--- config.mk ---
export PLATFORM = sky130hd
export DESIGN_NAME = flashCmdDecoder
export DESIGN_NICKNAME = d
export VERILOG_FILES = /design/src/rtl/fcd_pkg.sv /design/src/rtl/fcdCmdCtrl.sv /design/src/rtl/fcdStatusPath.sv /design/src/rtl/flashCmdDecoder.sv
export SDC_FILE = /design/constraint.sdc
export NUM_CORES = 1
export LEC_CHECK = 0
export ABC_AREA = 0
export BUFFER_PORTS_ARGS = -buffer_cell sky130_fd_sc_hd__buf_2
export CAP_MARGIN = 20
export CORE_MARGIN = 5
export CORE_UTILIZATION = 40
export CTS_BUF_LIST = sky130_fd_sc_hd__clkbuf_8
export DETAILED_ROUTE_END_ITERATION = 12
export PLACE_DENSITY_LB_ADDON = 0.12
export RECOVER_POWER = 50
export SYNTH_ARGS = -nofsm -noshare
export SYNTH_HDL_FRONTEND = slang
export SYNTH_HIERARCHICAL = 1
export SYNTH_SLANG_ARGS = --single-unit
--- constraint.sdc ---
create_clock -name clk -period 2.3 [get_ports clk]
set_input_delay 0.46 -clock clk [delete_from_list [all_inputs] [get_ports clk]]
set_output_delay 0.46 -clock clk [all_outputs]
set_load 0.05 [all_outputs]
--- src/rtl/fcd_pkg.sv ---
package fcd_pkg;
  localparam logic [7:0] CMD_READ_ARRAY  = 8'hFF;
  localparam logic [7:0] CMD_PGM_SETUP   = 8'h40;
  localparam logic [7:0] CMD_PGM_ALT     = 8'h10;
  localparam logic [7:0] CMD_ERS_SETUP   = 8'h20;
  localparam logic [7:0] CMD_CONFIRM     = 8'hD0;
  localparam logic [7:0] CMD_SUSPEND     = 8'hB0;
  localparam logic [7:0] CMD_READ_STATUS = 8'h70;
  localparam logic [7:0] CMD_CLR_STATUS  = 8'h50;
  localparam logic [7:0] CMD_READ_CONFIG = 8'h90;
  localparam logic [7:0] CMD_READ_QUERY  = 8'h98;
  localparam logic [7:0] CMD_CFG_SETUP   = 8'h60;
  localparam logic [7:0] CMD_LOCK        = 8'h01;
  localparam logic [7:0] CMD_LOCKDOWN    = 8'h2F;
  localparam logic [7:0] CMD_PROT_SETUP  = 8'hC0;

  localparam logic [1:0] LACT_LOCK     = 2'd0;
  localparam logic [1:0] LACT_UNLOCK   = 2'd1;
  localparam logic [1:0] LACT_LOCKDOWN = 2'd2;

  // status bit positions
  localparam int SR_READY    = 7;
  localparam int SR_ERS_SUSP = 6;
  localparam int SR_ERS_ERR  = 5;
  localparam int SR_PGM_ERR  = 4;
  localparam int SR_VOLT_ERR = 3;
  localparam int SR_PGM_SUSP = 2;
  localparam int SR_LOCK_ERR = 1;
  localparam logic [7:0] SR_STICKY_MASK = 8'h3A;
  localparam logic [7:0] SR_RESET_VAL   = 8'h80;

  typedef enum logic [1:0] {RD_ARRAY, RD_STATUS, RD_CONFIG, RD_QUERY} rdMode_e;
  typedef enum logic [2:0] {SEQ_NONE, SEQ_PGM, SEQ_PROT, SEQ_ERS, SEQ_CFG} seq_e;
  typedef enum logic [1:0] {CTX_IDLE, CTX_BUSY, CTX_ERS_SUSP, CTX_PGM_SUSP} ctx_e;

  typedef struct packed {
    logic latchOp;
    logic seqErr;
    logic clrSticky;
  } dpStrobe_t;
endpackage

--- src/rtl/fcdCmdCtrl.sv ---
module fcdCmdCtrl
  import fcd_pkg::*;
(
  input  logic       clk,
  input  logic       rstN,
  input  logic       wrEn,
  input  logic [7:0] wrCmd,
  input  logic       engBusy,
  input  logic       engErsSusp,
  input  logic       engPgmSusp,
  output logic       startProg,
  output logic       startErase,
  output logic       startProtProg,
  output logic       suspendReq,
  output logic       resumeReq,
  output logic       lockReq,
  output logic [1:0] lockAct,
  output rdMode_e    rdMode,
  output dpStrobe_t  strb
);
  seq_e    seqQ, seqN;
  rdMode_e modeN;
  ctx_e    ctx;
  logic    goProg, goErs, goProt, goSusp, goRes, goLock;
  logic [1:0] lockActN;

  always_comb begin
    if (engPgmSusp)      ctx = CTX_PGM_SUSP;
    else if (engErsSusp) ctx = CTX_ERS_SUSP;
    else if (engBusy)    ctx = CTX_BUSY;
    else                 ctx = CTX_IDLE;
  end

  always_comb begin
    seqN = seqQ;
    modeN = rdMode;
    goProg = 1'b0; goErs = 1'b0; goProt = 1'b0;
    goSusp = 1'b0; goRes = 1'b0; goLock = 1'b0;
    lockActN = lockAct;
    strb = '0;
    if (wrEn) begin
      seqN = SEQ_NONE;
      case (seqQ)
        SEQ_PGM, SEQ_PROT: begin
          goProg = (seqQ == SEQ_PGM);
          goProt = (seqQ == SEQ_PROT);
          strb.latchOp = 1'b1;
          modeN = RD_STATUS;
        end
        SEQ_ERS: begin
          modeN = RD_STATUS;
          if (wrCmd == CMD_CONFIRM) begin
            goErs = 1'b1;
            strb.latchOp = 1'b1;
          end else begin
            strb.seqErr = 1'b1;
          end
        end
        SEQ_CFG: begin
          case (wrCmd)
            CMD_LOCK:     begin goLock = 1'b1; lockActN = LACT_LOCK;     strb.latchOp = 1'b1; end
            CMD_CONFIRM:  begin goLock = 1'b1; lockActN = LACT_UNLOCK;   strb.latchOp = 1'b1; end
            CMD_LOCKDOWN: begin goLock = 1'b1; lockActN = LACT_LOCKDOWN; strb.latchOp = 1'b1; end
            default:      strb.seqErr = 1'b1;
          endcase
        end
        default: begin
          case (wrCmd)
            CMD_READ_ARRAY:  if (ctx != CTX_BUSY) modeN = RD_ARRAY;
            CMD_READ_STATUS: modeN = RD_STATUS;
            CMD_READ_CONFIG: if (ctx != CTX_BUSY) modeN = RD_CONFIG;
            CMD_READ_QUERY:  if (ctx != CTX_BUSY) modeN = RD_QUERY;
            CMD_PGM_SETUP, CMD_PGM_ALT:
              if (ctx == CTX_IDLE || ctx == CTX_ERS_SUSP) seqN = SEQ_PGM;
            CMD_PROT_SETUP:  if (ctx == CTX_IDLE) seqN = SEQ_PROT;
            CMD_ERS_SETUP:   if (ctx == CTX_IDLE) seqN = SEQ_ERS;
            CMD_CFG_SETUP:
              if (ctx == CTX_IDLE || ctx == CTX_ERS_SUSP) seqN = SEQ_CFG;
            CMD_CLR_STATUS:  if (ctx == CTX_IDLE) strb.clrSticky = 1'b1;
            CMD_SUSPEND:     if (ctx == CTX_BUSY) goSusp = 1'b1;
            CMD_CONFIRM: begin
              if (ctx != CTX_IDLE) begin
                goRes = 1'b1;
                modeN = RD_STATUS;
              end
            end
            default: ;
          endcase
        end
      endcase
    end
  end

  always_ff @(posedge clk) begin
    if (!rstN) begin
      seqQ <= SEQ_NONE;
      rdMode <= RD_ARRAY;
      startProg <= 1'b0; startErase <= 1'b0; startProtProg <= 1'b0;
      suspendReq <= 1'b0; resumeReq <= 1'b0; lockReq <= 1'b0;
      lockAct <= LACT_LOCK;
    end else begin
      seqQ <= seqN;
      rdMode <= modeN;
      startProg <= goProg; startErase <= goErs; startProtProg <= goProt;
      suspendReq <= goSusp; resumeReq <= goRes; lockReq <= goLock;
      lockAct <= lockActN;
    end
  end

  // the read view is array right after reset
  assert_reset_view_R1: assert property (@(posedge clk) disable iff (!rstN)
    $rose(rstN) |-> rdMode == RD_ARRAY);

  assert_single_request_R3: assert property (@(posedge clk) disable iff (!rstN)
    $onehot0({startProg, startErase, startProtProg, suspendReq, resumeReq, lockReq}));

  assert_start_shows_status_R3: assert property (@(posedge clk) disable iff (!rstN)
    (startProg || startErase || startProtProg) |-> rdMode == RD_STATUS);

  assert_erase_bad_confirm_R5: assert property (@(posedge clk) disable iff (!rstN)
    (wrEn && seqQ == SEQ_ERS && wrCmd != CMD_CONFIRM) |=> (rdMode == RD_STATUS && !startErase));

  assert_busy_no_start_R8: assert property (@(posedge clk) disable iff (!rstN)
    (wrEn && engBusy && !engErsSusp && !engPgmSusp && seqQ == SEQ_NONE)
      |=> !(startProg || startErase || startProtProg || lockReq));
endmodule

--- src/rtl/fcdStatusPath.sv ---
module fcdStatusPath
  import fcd_pkg::*;
#(
  parameter int ADDR_W = 21,
  parameter int DATA_W = 16
) (
  input  logic              clk,
  input  logic              rstN,
  input  dpStrobe_t         strb,
  input  logic [ADDR_W-1:0] wrAddr,
  input  logic [DATA_W-1:0] wrData,
  input  logic              rdStb,
  input  logic              engBusy,
  input  logic              engErsSusp,
  input  logic              engPgmSusp,
  input  logic [3:0]        engErr,
  output logic [ADDR_W-1:0] opAddr,
  output logic [DATA_W-1:0] opData,
  output logic [DATA_W-1:0] statusWord
);
  localparam int UPPER_W = DATA_W - 8;

  logic [7:0] srQ, srN, setMask, srHold;
  logic       rdStbQ;

  always_comb begin
    setMask = '0;
    setMask[SR_LOCK_ERR] = engErr[0];
    setMask[SR_VOLT_ERR] = engErr[1];
    setMask[SR_PGM_ERR]  = engErr[2] | strb.seqErr;
    setMask[SR_ERS_ERR]  = engErr[3] | strb.seqErr;
  end

  always_comb begin
    srN = srQ & SR_STICKY_MASK;
    if (strb.clrSticky) srN = '0;
    srN = srN | setMask;
    srN[SR_READY]    = !engBusy;
    srN[SR_ERS_SUSP] = engErsSusp;
    srN[SR_PGM_SUSP] = engPgmSusp;
  end

  always_ff @(posedge clk) begin
    if (!rstN) begin
      srQ <= SR_RESET_VAL;
      srHold <= SR_RESET_VAL;
      rdStbQ <= 1'b0;
      opAddr <= '0;
      opData <= '0;
    end else begin
      srQ <= srN;
      rdStbQ <= rdStb;
      if (rdStb && !rdStbQ) srHold <= srQ;
      if (strb.latchOp) begin
        opAddr <= wrAddr;
        opData <= wrData;
      end
    end
  end

  generate
    if (UPPER_W > 0) begin : g_wide
      assign statusWord = {{UPPER_W{1'b0}}, srHold};
    end else begin : g_byte
      assign statusWord = srHold;
    end
  endgenerate

  assert_sticky_only_cleared_R7: assert property (@(posedge clk) disable iff (!rstN)
    (($past(srQ & SR_STICKY_MASK) & ~(srQ & SR_STICKY_MASK)) != 8'h00) |-> $past(strb.clrSticky));

  assert_capture_held_R12: assert property (@(posedge clk) disable iff (!rstN)
    $past(rdStb && rdStbQ) |-> $stable(statusWord));
endmodule

--- src/rtl/flashCmdDecoder.sv ---
module flashCmdDecoder
  import fcd_pkg::*;
#(
  parameter int ADDR_W = 21,
  parameter int DATA_W = 16
) (
  input  logic              clk,
  input  logic              rstN,
  input  logic              wrEn,
  input  logic [ADDR_W-1:0] wrAddr,
  input  logic [DATA_W-1:0] wrData,
  input  logic              rdStb,
  input  logic              engBusy,
  input  logic              engErsSusp,
  input  logic              engPgmSusp,
  input  logic [3:0]        engErr,
  output logic              startProg,
  output logic              startErase,
  output logic              startProtProg,
  output logic              suspendReq,
  output logic              resumeReq,
  output logic              lockReq,
  output logic [1:0]        lockAct,
  output logic [ADDR_W-1:0] opAddr,
  output logic [DATA_W-1:0] opData,
  output logic [1:0]        rdSel,
  output logic [DATA_W-1:0] statusWord
);
  dpStrobe_t strb;
  rdMode_e   rdMode;

  fcdCmdCtrl ctrl_i (
    .clk(clk), .rstN(rstN), .wrEn(wrEn), .wrCmd(wrData[7:0]),
    .engBusy(engBusy), .engErsSusp(engErsSusp), .engPgmSusp(engPgmSusp),
    .startProg(startProg), .startErase(startErase), .startProtProg(startProtProg),
    .suspendReq(suspendReq), .resumeReq(resumeReq), .lockReq(lockReq),
    .lockAct(lockAct), .rdMode(rdMode), .strb(strb)
  );

  fcdStatusPath #(.ADDR_W(ADDR_W), .DATA_W(DATA_W)) path_i (
    .clk(clk), .rstN(rstN), .strb(strb), .wrAddr(wrAddr), .wrData(wrData),
    .rdStb(rdStb), .engBusy(engBusy), .engErsSusp(engErsSusp),
    .engPgmSusp(engPgmSusp), .engErr(engErr),
    .opAddr(opAddr), .opData(opData), .statusWord(statusWord)
  );

  assign rdSel = rdMode;
endmodule

---- Word level (Yosys, flattened, before mapping) ----
Index checks and enable logic that the tools add are counted.
word-level totals
  register bits ........................... 67
  input bits .............................. 48
  output and inout bits ................... 63
cells by class
  eq/ne operators ......................... 25
  multiplexer cells ....................... 29
  bitwise gates (word level) .............. 8
  reductions and logical operators ........ 20
operators with widths
  cell                count
  $eq 8x8->1 const B  6
  $eq 8x7->1 const B  4
  $eq 8x6->1 const B  2
  $mux 2              8
  $reduce_or 7->1     2
  $pmux 3 s4          1
  $reduce_and 3->1    4
  $mux 1              11
  $pmux 2 s5          1
  $mux 3              3
  $ne 3x2->1 const B  3
  $eq 8x1->1 const B  1
  $eq 8x5->1 const B  1
  $reduce_and 7->1    1
  $eq 3x2->1 const B  2
  $mux 6              1
  $or 6x6->6          1
  $pmux 2 s3          1
  $reduce_bool 6->1   1
  $reduce_or 3->1     2
  $not 1->1           5
  $pmux 2 s2          1
  $reduce_or 2->1     2
  $reduce_or 4->1     1
  15 further kinds    17

---- Logic depth before layout (Yosys ltp) ----
Gate-level depths: netlist of run 1.
  word-level depth ........................ 10
  gate-level depth with buffers ........... 10
  depth with buffers taken out ............ 7

---- By module ----
The synthesis of run 1 kept the hierarchy.
modules (own cells, without submodules)
  module         times used  cells an instance  area each (um^2)  sequential area each (um^2)
  fcdStatusPath  1           181                2029.4            1041.0
  fcdCmdCtrl     1           111                895.9             260.2

---- Worst setup path before layout of run 1 ----
Ideal clock, no wire load.
  path type ............................... input port to flip-flop
  from .................................... input wrData[1]
  to ...................................... register path_i.opAddr[0]
  setup time .............................. 0.117 ns
  arrival ................................. 2.258 ns
  data required time ...................... 2.183 ns
  setup slack ............................. -0.075 ns
  cell stages on the path ................. 9
  buffers on the path ..................... 2
  cell sequence ........................... or4_4 > or3_4 > a31oi_1 > nor2_1 > nor2_1 > buf_6 > buf_12 > mux2i_1 > nor2b_1
RTL lines
  what                  RTL line               RTL
  start, declared       flashCmdDecoder.sv:11  input logic [DATA_W-1:0] wrData,
  end signal, assigned  fcdStatusPath.sv:55    opAddr <= wrAddr;
  end, declared         fcdStatusPath.sv:17    output logic [ADDR_W-1:0] opAddr,

==> metrics.txt, run 1 <==
status complete, no violations; CP peak stage delay 0.53 ns; clk_lat worst skew 0.33 ns; Reg-to-Reg Start ctrl_i/seqQ[2]; met3 GRT Util 5.604%; fmax 0.4708 GHz; top_reg_cell synth dfxtp_1; Slew Viols, Final 0; Setup CP Type in -> reg; Finished Layout Cells 512; Worst Path Arrival 2.34 ns; RSZ-0062 raised after global routing false; synth unique cells 47; Starting Density 40.77%; Ys Warns 6; Final Util 51.39%; critical-path cell list buf_2, or4_4, or3_4, a31oi_1, nor2_1, nor2_4, buf_12, mux2i_1, nor2b_1; highest-delay cell along the critical path or4_4; period utilisation layout 92.35%; worst hold stages 2; Antenna Cells 0; Synth Cell Area 0.002925 sq mm; Crit Path Max Fanout 25; crit end category flop; worst hold endpoint path_i/srQ[1]; vias per inst 4.617; vias in the first global route 2256; grt ovf 0; met2 Use GR 23.97%; Max VDD drop 252.6 uV; Clock Skews 0.005379 ns; grt met1 use 17.89%; IO Port Bufs 101; Fin. Hold Viols 0; critical path startpoint category input pin; Tightest Pin Transition 0.7640 ns; Leak Pwr 0.001394 uW; clk slew on worst S/H paths 0.06 ns; Hold Path Origin engErr[0]; CP top delay family simple AND/OR/NAND/NOR gates; GRT Total Usage 14.73%; largest net degree at the start of global routing 35; fill count 728; Hold Path Class in -> reg; Final #Nets 458; Die ar. 0.009123 sq mm; Max Cap Viol 0; CP Data Required Time 2.51 ns; share of layout cells above drive strength 1 24.70%; Area contributors post-synth dfxtp_1 44%, mux2i_1 16%, nor2b_1 9.6%; CTS sink count 65; Yosys reg bits 65; htree depth 3; Initial DRC Count 100; Post-Synthesis Cells 292; Area Overhead vs Synth 26.05%; CTS tree done; via count 2364; largest area contributor in the netlist dfxtp_1; Root Buffer clkbuf_8; Antenna Violating Nets Remaining 0; Max Buffers Root-to-Sink 2; setup violators final 0; Num CTS Buffers 9; RR Endpoint path_i/opAddr[10]; Reg2Reg Setup Slack 0.42 ns; chip height 95.52 um; initial antenna violation count 0; post-CTS resize count 0; Rows 31; number of cells on the worst reg-to-reg path 7; minimum clock period 2.124 ns; hold buffers post-CTS 0; post-synth top area share 44.48%; share of flip-flops with an asynchronous set or reset 0%; EDFF count, synth 0; detailed placement HPWL 4.891 mm; Avg Inst Size Synth 10.02 sq um; Ports 111; Buf/Inv on CP 2; DRC 0; Final GP Congestion 0.8236; slew margin rel. 49.07%; setup TNS 0 ns; DRT Wirelength 6.602 mm; post-CTS setup buffer count 0; global-route layer with the greatest usage met2; WL/cell 12.89 um; first-pass GRT wire length 10.51 mm; post-synthesis sequential area ratio 44.48%; area of the core 0.007176 sq mm; Placed Cells incl. Taps 498; die width 95.52 um; Power Density 597.8 mW/mm^2; First-pass DRT Iterations 4
==> cells in the mapped netlist, types with 6 or more instances <==
cell type,number
and2_1,7
buf_4,10
clkbuf_1,7
dfxtp_1,65
inv_1,6
mux2i_1,47
nand2_1,20
nor2_1,9
nor2b_1,45
nor3_1,7
o21a_1,6
o21ai_0,6
==> layout by cell type (no fill, tap or decap), types with 2 or more instances in the layout <==
cell type and n:
nand2_1 20, dfxtp_1 65, and4b_1 2, mux2i_1 47
clkinv_2 2, a21oi_1 2, or4_4 2, buf_2 54
nand3b_1 2, clkbuf_1 48, nor4_1 3, o31a_1 2
inv_1 6, nor3_1 7, nand2b_1 2, o21ai_0 6
nand3_1 3, clkbuf_8 11, a31oi_1 2, nor3b_1 2
buf_4 22, conb_1 9, nor2_1 8, nand4_1 2
nor4b_1 3, nor2b_1 45, and2_1 6, o21a_1 6
==> cells by family (layout without fill, tap and decap cells) <==
family	after synthesis	after routing	share of synthesized area (%)
flops	65	65	44.48
buf+inv	33	146	7.913
simple gates	117	117	24.08
mux	47	47	16.08
xor+xnor	2	2	0.5989
other cells	1	9	0.1282
compound gates	27	27	6.716
==> how the worst max path moves through the flow <==
stage	start	to	slack, ns	cells past startpoint
CTS	wrData[1]	path_i/opAddr[3]	0.18	9
global route	wrData[1]	path_i/opAddr[3]	0.05	9
global placement	wrData[1]	path_i/opData[11]	-0.12	9
floorplan	wrData[1]	path_i/opAddr[0]	-0.02	9
finish	wrData[1]	path_i/opAddr[10]	0.18	9
detailed placement	wrData[1]	path_i/opAddr[19]	-0.16	9
==> per-stage QoR <==
stage               setup slack, ns  cell area [sq um]  hold slack (ns)  power (uW)
CTS                          0.1813               3752           0.3327        2244
finish                       0.1758               3687           0.3474        2204
global placement            -0.1234               3583           0.4293        1393
global route                0.04952               3687           0.3333        2312
floorplan                  -0.01827               2955           0.4235        1320
detailed placement          -0.1620               3583           0.4357        1393
==> registers in the layout, indices dropped and copies added (netlist names) <==
register and cells:
path_i/opAddr 21, path_i/opData 16, path_i/srHold 7, path_i/srQ 7, ctrl_i/seqQ 3, ctrl_i/lockAct 2
ctrl_i/rdMode 2, ctrl_i/lockReq 1, ctrl_i/resumeReq 1, ctrl_i/startErase 1, ctrl_i/startProg 1, ctrl_i/startProtProg 1
ctrl_i/suspendReq 1, path_i/rdStbQ 1
==> layer usage <==
layer / wire length [um] / vias up
met3: 601 / 5
met2: 2966 / 80
met1: 2958 / 1071
met5: 0 / -
li1: - / 1208
met4: 76 / 0
==> power by group <==
group	switching (uW)	internal [uW]	total, uW
Combinational	135	82.8	217
Clock	405	434	840
Sequential	6.27	1140	1150
Total	546	1660	2200
==> final cells by class <==
type / instances / area (sq um) / share of cell area, %
Multi-Input combinational cell: 202 / 1430 / 38.79
Inverter: 6 / 22.52 / 0.6108
Tap cell: 99 / 123.9 / 3.359
Clock buffer: 11 / 151.4 / 4.106
Sequential cell: 65 / 1301 / 35.29
Timing Repair Buffer: 126 / 640.6 / 17.37
Clock inverter: 3 / 17.52 / 0.4751
(Power assumes the default switching activity.)
==> run 2: changes to the inputs <==
PLACE_DENSITY = 0.74   (was default)
PLACE_DENSITY_LB_ADDON = default   (was 0.12)
==> metrics.txt, run 2 (synthesis results as in run 1) <==
status complete, no violations; hold_ws 0.3326 ns; Biggest register path_i/opAddr; htree depth 3; Seq pwr share 49.7%; DRT Wirelength 6.659 mm; Antenna Violating Nets Remaining 0; initial antenna violation count 0; critical path startpoint category input pin; largest net degree at the start of global routing 38; fin worst setup slack 0.1718 ns; Power Density 621.1 mW/mm^2; most common cell after layout, fill and taps aside dfxtp_1; chip height 95.52 um; vias per inst 4.658; Sw Ratio 24.34%; design area 0.003719 sq mm; fill count 697; die width 95.52 um; CTS sink count 65; Internal 1748 uW; Num CTS Buffers 9; Slew Viols, Final 0; grt ovf 0; Hold Path Class in -> reg; IO Port Bufs 101; Final GP Congestion 0.8439; Max Cap Viol 0; post-CTS resize count 0; share of layout cells above drive strength 1 24.70%; Psw 562.2 uW; hold buffers post-CTS 0; Initial DRC Count 108; Hold Path Origin engErr[0]; setup violators final 0; vias in the first global route 2345; Setup CP Type in -> reg; Crit Path Max Fanout 26; biggest regs path_i/opAddr: 21 flops, path_i/opData: 16 flops; clk slew on worst S/H paths 0.07 ns; detailed placement HPWL 5.004 mm; slew margin rel. 7.815%; number of cells on the worst reg-to-reg path 7; via count 2385; GRT Total Usage 14.69%; Area Overhead vs Synth 27.12%; Die ar. 0.009123 sq mm; Max Buffers Root-to-Sink 2; DP Area 0.003581 sq mm; CTS tree done; Setup WS pre-CTS -0.1742 ns; Clock Skews 0.007569 ns; Final #Nets 456; Root Buffer clkbuf_8; Clock power frac 40.7%; Comb pwr share 9.6%; DRC 0; Antenna Cells 0; area of the multi-input gates 0.001430 sq mm; Worst Path Arrival 2.36 ns; Starting Density 40.77%; WL/cell 13.01 um; Leak Pwr 0.001406 uW; minimum clock period 2.128 ns; first-pass GRT wire length 10.56 mm; Reg area 0.001301 sq mm; Rows 31; area of the core 0.007176 sq mm; First-pass DRT Iterations 4; post-CTS setup buffer count 0; crit end category flop; Fin. Hold Viols 0; Reg-to-Reg Start ctrl_i/seqQ[2]; worst hold stages 2; worst hold endpoint path_i/srQ[1]; fmax 0.4699 GHz; period utilisation layout 92.53%; Max VDD drop 276.4 uV; commonest cells after routing, fill and taps aside 65 x dfxtp_1, 54 x buf_2, 47 x mux2i_1, 47 x clkbuf_1, 45 x nor2b_1; Ports 111; clk_lat worst skew 0.34 ns; CP Data Required Time 2.53 ns; max reg flops 21; Reg2Reg Setup Slack 0.22 ns; Tightest Pin Transition 1.383 ns; RR Endpoint path_i/opAddr[12]; RSZ-0062 raised after global routing false
-- run 2: changes by cell type in the layout (fill, tap and decap cells not counted) --
cell and delta:
buf_4 -1, buf_12 +1, clkbuf_2 -1, inv_1 +1, clkinvlp_4 +1, and2_0 -1, clkbuf_1 -1, clkbuf_8 -1
and2_1 +1, bufinv_16 +1
-- run 2: cell type report --
class	instances	area share, %
Timing Repair Buffer	124	17.33
Inverter	6	0.6057
Sequential cell	65	34.99
Tap cell	99	3.331
Clock buffer	10	3.701
Multi-Input combinational cell	202	38.46
Clock inverter	6	1.581
-- run 2: critical path, cell delays in order --
cell     delay (ns)
buf_2          0.11
or4_4          0.52
or3_4          0.34
a31oi_1        0.15
nor2_1         0.09
nor2_4         0.15
buf_12         0.22
mux2i_1        0.23
nor2b_1        0.07
-- run 2: how the worst max path moves through the flow --
| stage | slack, ns | from | cells after the start | end |
|---|---|---|---|---|
| 2_1_floorplan | -0.02 | wrData[1] | 9 | path_i/opAddr[0] |
| 3_3_place_gp | -0.13 | wrData[1] | 9 | path_i/opData[12] |
| 3_5_place_dp | -0.17 | wrData[1] | 9 | path_i/opAddr[12] |
| 4_1_cts | 0.19 | wrData[1] | 9 | path_i/opAddr[12] |
| 5_1_grt | 0.11 | wrData[1] | 9 | path_i/opAddr[9] |
| 6_report | 0.17 | wrData[1] | 9 | path_i/opAddr[12] |
-- run 2: through the flow --
stage               utilization [%]  setup TNS [ns]  power (uW)  cells
detailed placement            49.90          -4.560        1396    496
floorplan                         -         -0.5480        1320    300
finish                        51.82               0        2310    512
global route                  51.82               0        2409    512
global placement              49.90          -3.651        1392    496
CTS                           52.64               0        2347    512
-- run 2: metal layers --
metal / share of wire [%] / global-route usage, % / wire [um] / up-vias
met5: 0 / 0 / 0 / -
met4: 1.8 / 7.227 / 119 / 0
met3: 8.2 / 3.867 / 545 / 12
met2: 46 / 24.55 / 3037 / 81
met1: 44 / 17.39 / 2957 / 1086
li1: - / - / - / 1206
-- run 2: power by group through the flow --
| stage | registers (uW) | logic [uW] | clock network [uW] |
|---|---|---|---|
| 3_5_place_dp | 1170 | 223 | 0 |
| 5_1_grt | 1150 | 240 | 1020 |
| 6_report | 1150 | 221 | 941 |
| 4_1_cts | 1150 | 224 | 975 |
| 3_3_place_gp | 1170 | 220 | 0 |
| 2_1_floorplan | 1200 | 124 | 0 |
==> run 3: changes to the inputs <==
--- a/config.mk
+++ b/config.mk
@@ -9,4 +9,5 @@
 export BUFFER_PORTS_ARGS = -buffer_cell sky130_fd_sc_hd__buf_2
 export CAP_MARGIN = 20
+export CORE_ASPECT_RATIO = 0.5
 export CORE_MARGIN = 5
 export CORE_UTILIZATION = 40
==> constraint.sdc (replaced) <==
create_clock -name clk -period 2.3 [get_ports clk]
set_input_delay 0.115 -clock clk [delete_from_list [all_inputs] [get_ports clk]]
set_output_delay 0.115 -clock clk [all_outputs]
set_load 0.05 [all_outputs]
==> metrics.txt, run 3 (synthesis results as in run 1) <==
crit end category flop; fmax 0.5113 GHz; Reg2Reg Setup Slack 0.34 ns; Max VDD drop 319.6 uV; area of the core 0.007212 sq mm; Power Density 666.6 mW/mm^2; Rows 22; post-CTS resize count 0; htree depth 3; Final GP Congestion 0.8558; minimum clock period 1.956 ns; Clock Skews 0.009486 ns; Initial DRC Count 143; die width 130.9 um; vias per inst 4.651; clk_lat worst skew 0.34 ns; biggest regs path_i/opAddr: 21 flops, path_i/opData: 16 flops; period utilisation layout 85.03%; IO Port Bufs 101; Sw Ratio 23.25%; Num CTS Buffers 9; clk slew on worst S/H paths 0.07 ns; Starting Density 40.56%; Max Cap Viol 0; CTS tree done; Hold Path Class in -> reg; slew margin rel. 34.30%; most common cell after layout, fill and taps aside dfxtp_1; via count 2330; grt ovf 0; Root Buffer clkbuf_8; fill count 703; Tightest Pin Transition 0.9855 ns; status complete, no violations; setup violators final 0; critical path startpoint category flop; Antenna Violating Nets Remaining 0; Clock power frac 44.6%; Die ar. 0.009227 sq mm; Setup CP Type reg -> reg; Max Buffers Root-to-Sink 2; CTS sink count 65; commonest cells after routing, fill and taps aside 65 x dfxtp_1, 57 x clkbuf_1, 47 x mux2i_1; Antenna Cells 0; DRT Wirelength 6.541 mm; CP Data Required Time 2.53 ns; Leak Pwr 0.001339 uW; setup TNS 0 ns; Internal 1885 uW; initial antenna violation count 0; Final #Nets 448; DP Area 0.003472 sq mm; design area 0.003685 sq mm; DRC 0; RSZ-0062 raised after global routing false; Final Util 51.09%; vias in the first global route 2263; Fin. Hold Viols 0; Area Overhead vs Synth 25.96%; GRT Total Usage 14.19%; share of layout cells above drive strength 1 19.51%; Psw 571.2 uW; Ports 111; largest net degree at the start of global routing 27; Crit Path Max Fanout 20; first-pass GRT wire length 10.41 mm; chip height 70.47 um; Seq pwr share 46.7%; Biggest register path_i/opAddr; Comb pwr share 8.7%; First-pass DRT Iterations 4; Slew Viols, Final 0; area of the multi-input gates 0.001430 sq mm; Worst Path Arrival 2.18 ns; WL/cell 13.06 um; Reg area 0.001301 sq mm; detailed placement HPWL 4.755 mm; max reg flops 21
## run 3: layout make-up
cell class | count | area share (%)
clock buffers | 11 | 4.109
inverters | 6 | 0.6112
clock inverters | 5 | 2.105
flip-flops and latches | 65 | 35.31
multi-input cells | 202 | 38.81
well taps | 96 | 3.260
repair buffers | 116 | 15.79
## run 3: power groups by stage
| stage | Clock, uW | Combinational [uW] | Sequential (uW) |
|---|---|---|---|
| after floorplan | 0 | 124 | 1200 |
| after global placement | 0 | 207 | 1170 |
| after detailed placement | 0 | 207 | 1170 |
| after CTS | 1120 | 216 | 1150 |
| after global routing | 1170 | 232 | 1150 |
| final | 1090 | 214 | 1150 |
## run 3: worst paths after layout
path / from / endpoint / cells after the start
worst max-delay path: ctrl_i/seqQ[1] / path_i/opAddr[9] / 7
worst min-delay path: wrAddr[18] / path_i/opAddr[18] / 3
worst max register to register: ctrl_i/seqQ[1] / path_i/opAddr[9] / 7
worst min register to register: path_i/srQ[2] / path_i/srHold[2] / 2
## run 3: through the flow
step / instances / worst slack (ns) / total power, uW / hold slack (ns)
4_1_cts: 501 / 0.3542 / 2489 / 0.005797
2_1_floorplan: 300 / 0.2698 / 1320 / 0.1769
6_report: 501 / 0.3443 / 2456 / 0.03014
5_1_grt: 501 / 0.2026 / 2554 / 0.01791
3_3_place_gp: 479 / 0.1373 / 1380 / 0.3286
3_5_place_dp: 479 / 0.09729 / 1380 / 0.3351
## run 3: what timing repair did
action,4_1_cts,5_1_grt
hold buffers,6,0
hold endpoints to repair,6,0
setup buffers,0,0
## run 3: metal layers
layer	global-route usage [%]	vias to the layer above	part of all wire, %
met5	0	-	0
met4	6.842	0	1.6
met3	4.354	9	7.9
met2	22.75	81	46
met1	17.22	1049	44
li1	-	1191	-
## run 3: critical path: stages, from the launching register on
cell and delay [ns]:
dfxtp_1 0.41, or3b_2 0.55, a21oi_1 0.17, nor2_1 0.09, nor2_4 0.14, buf_12 0.20
mux2i_1 0.21, nor2b_1 0.06
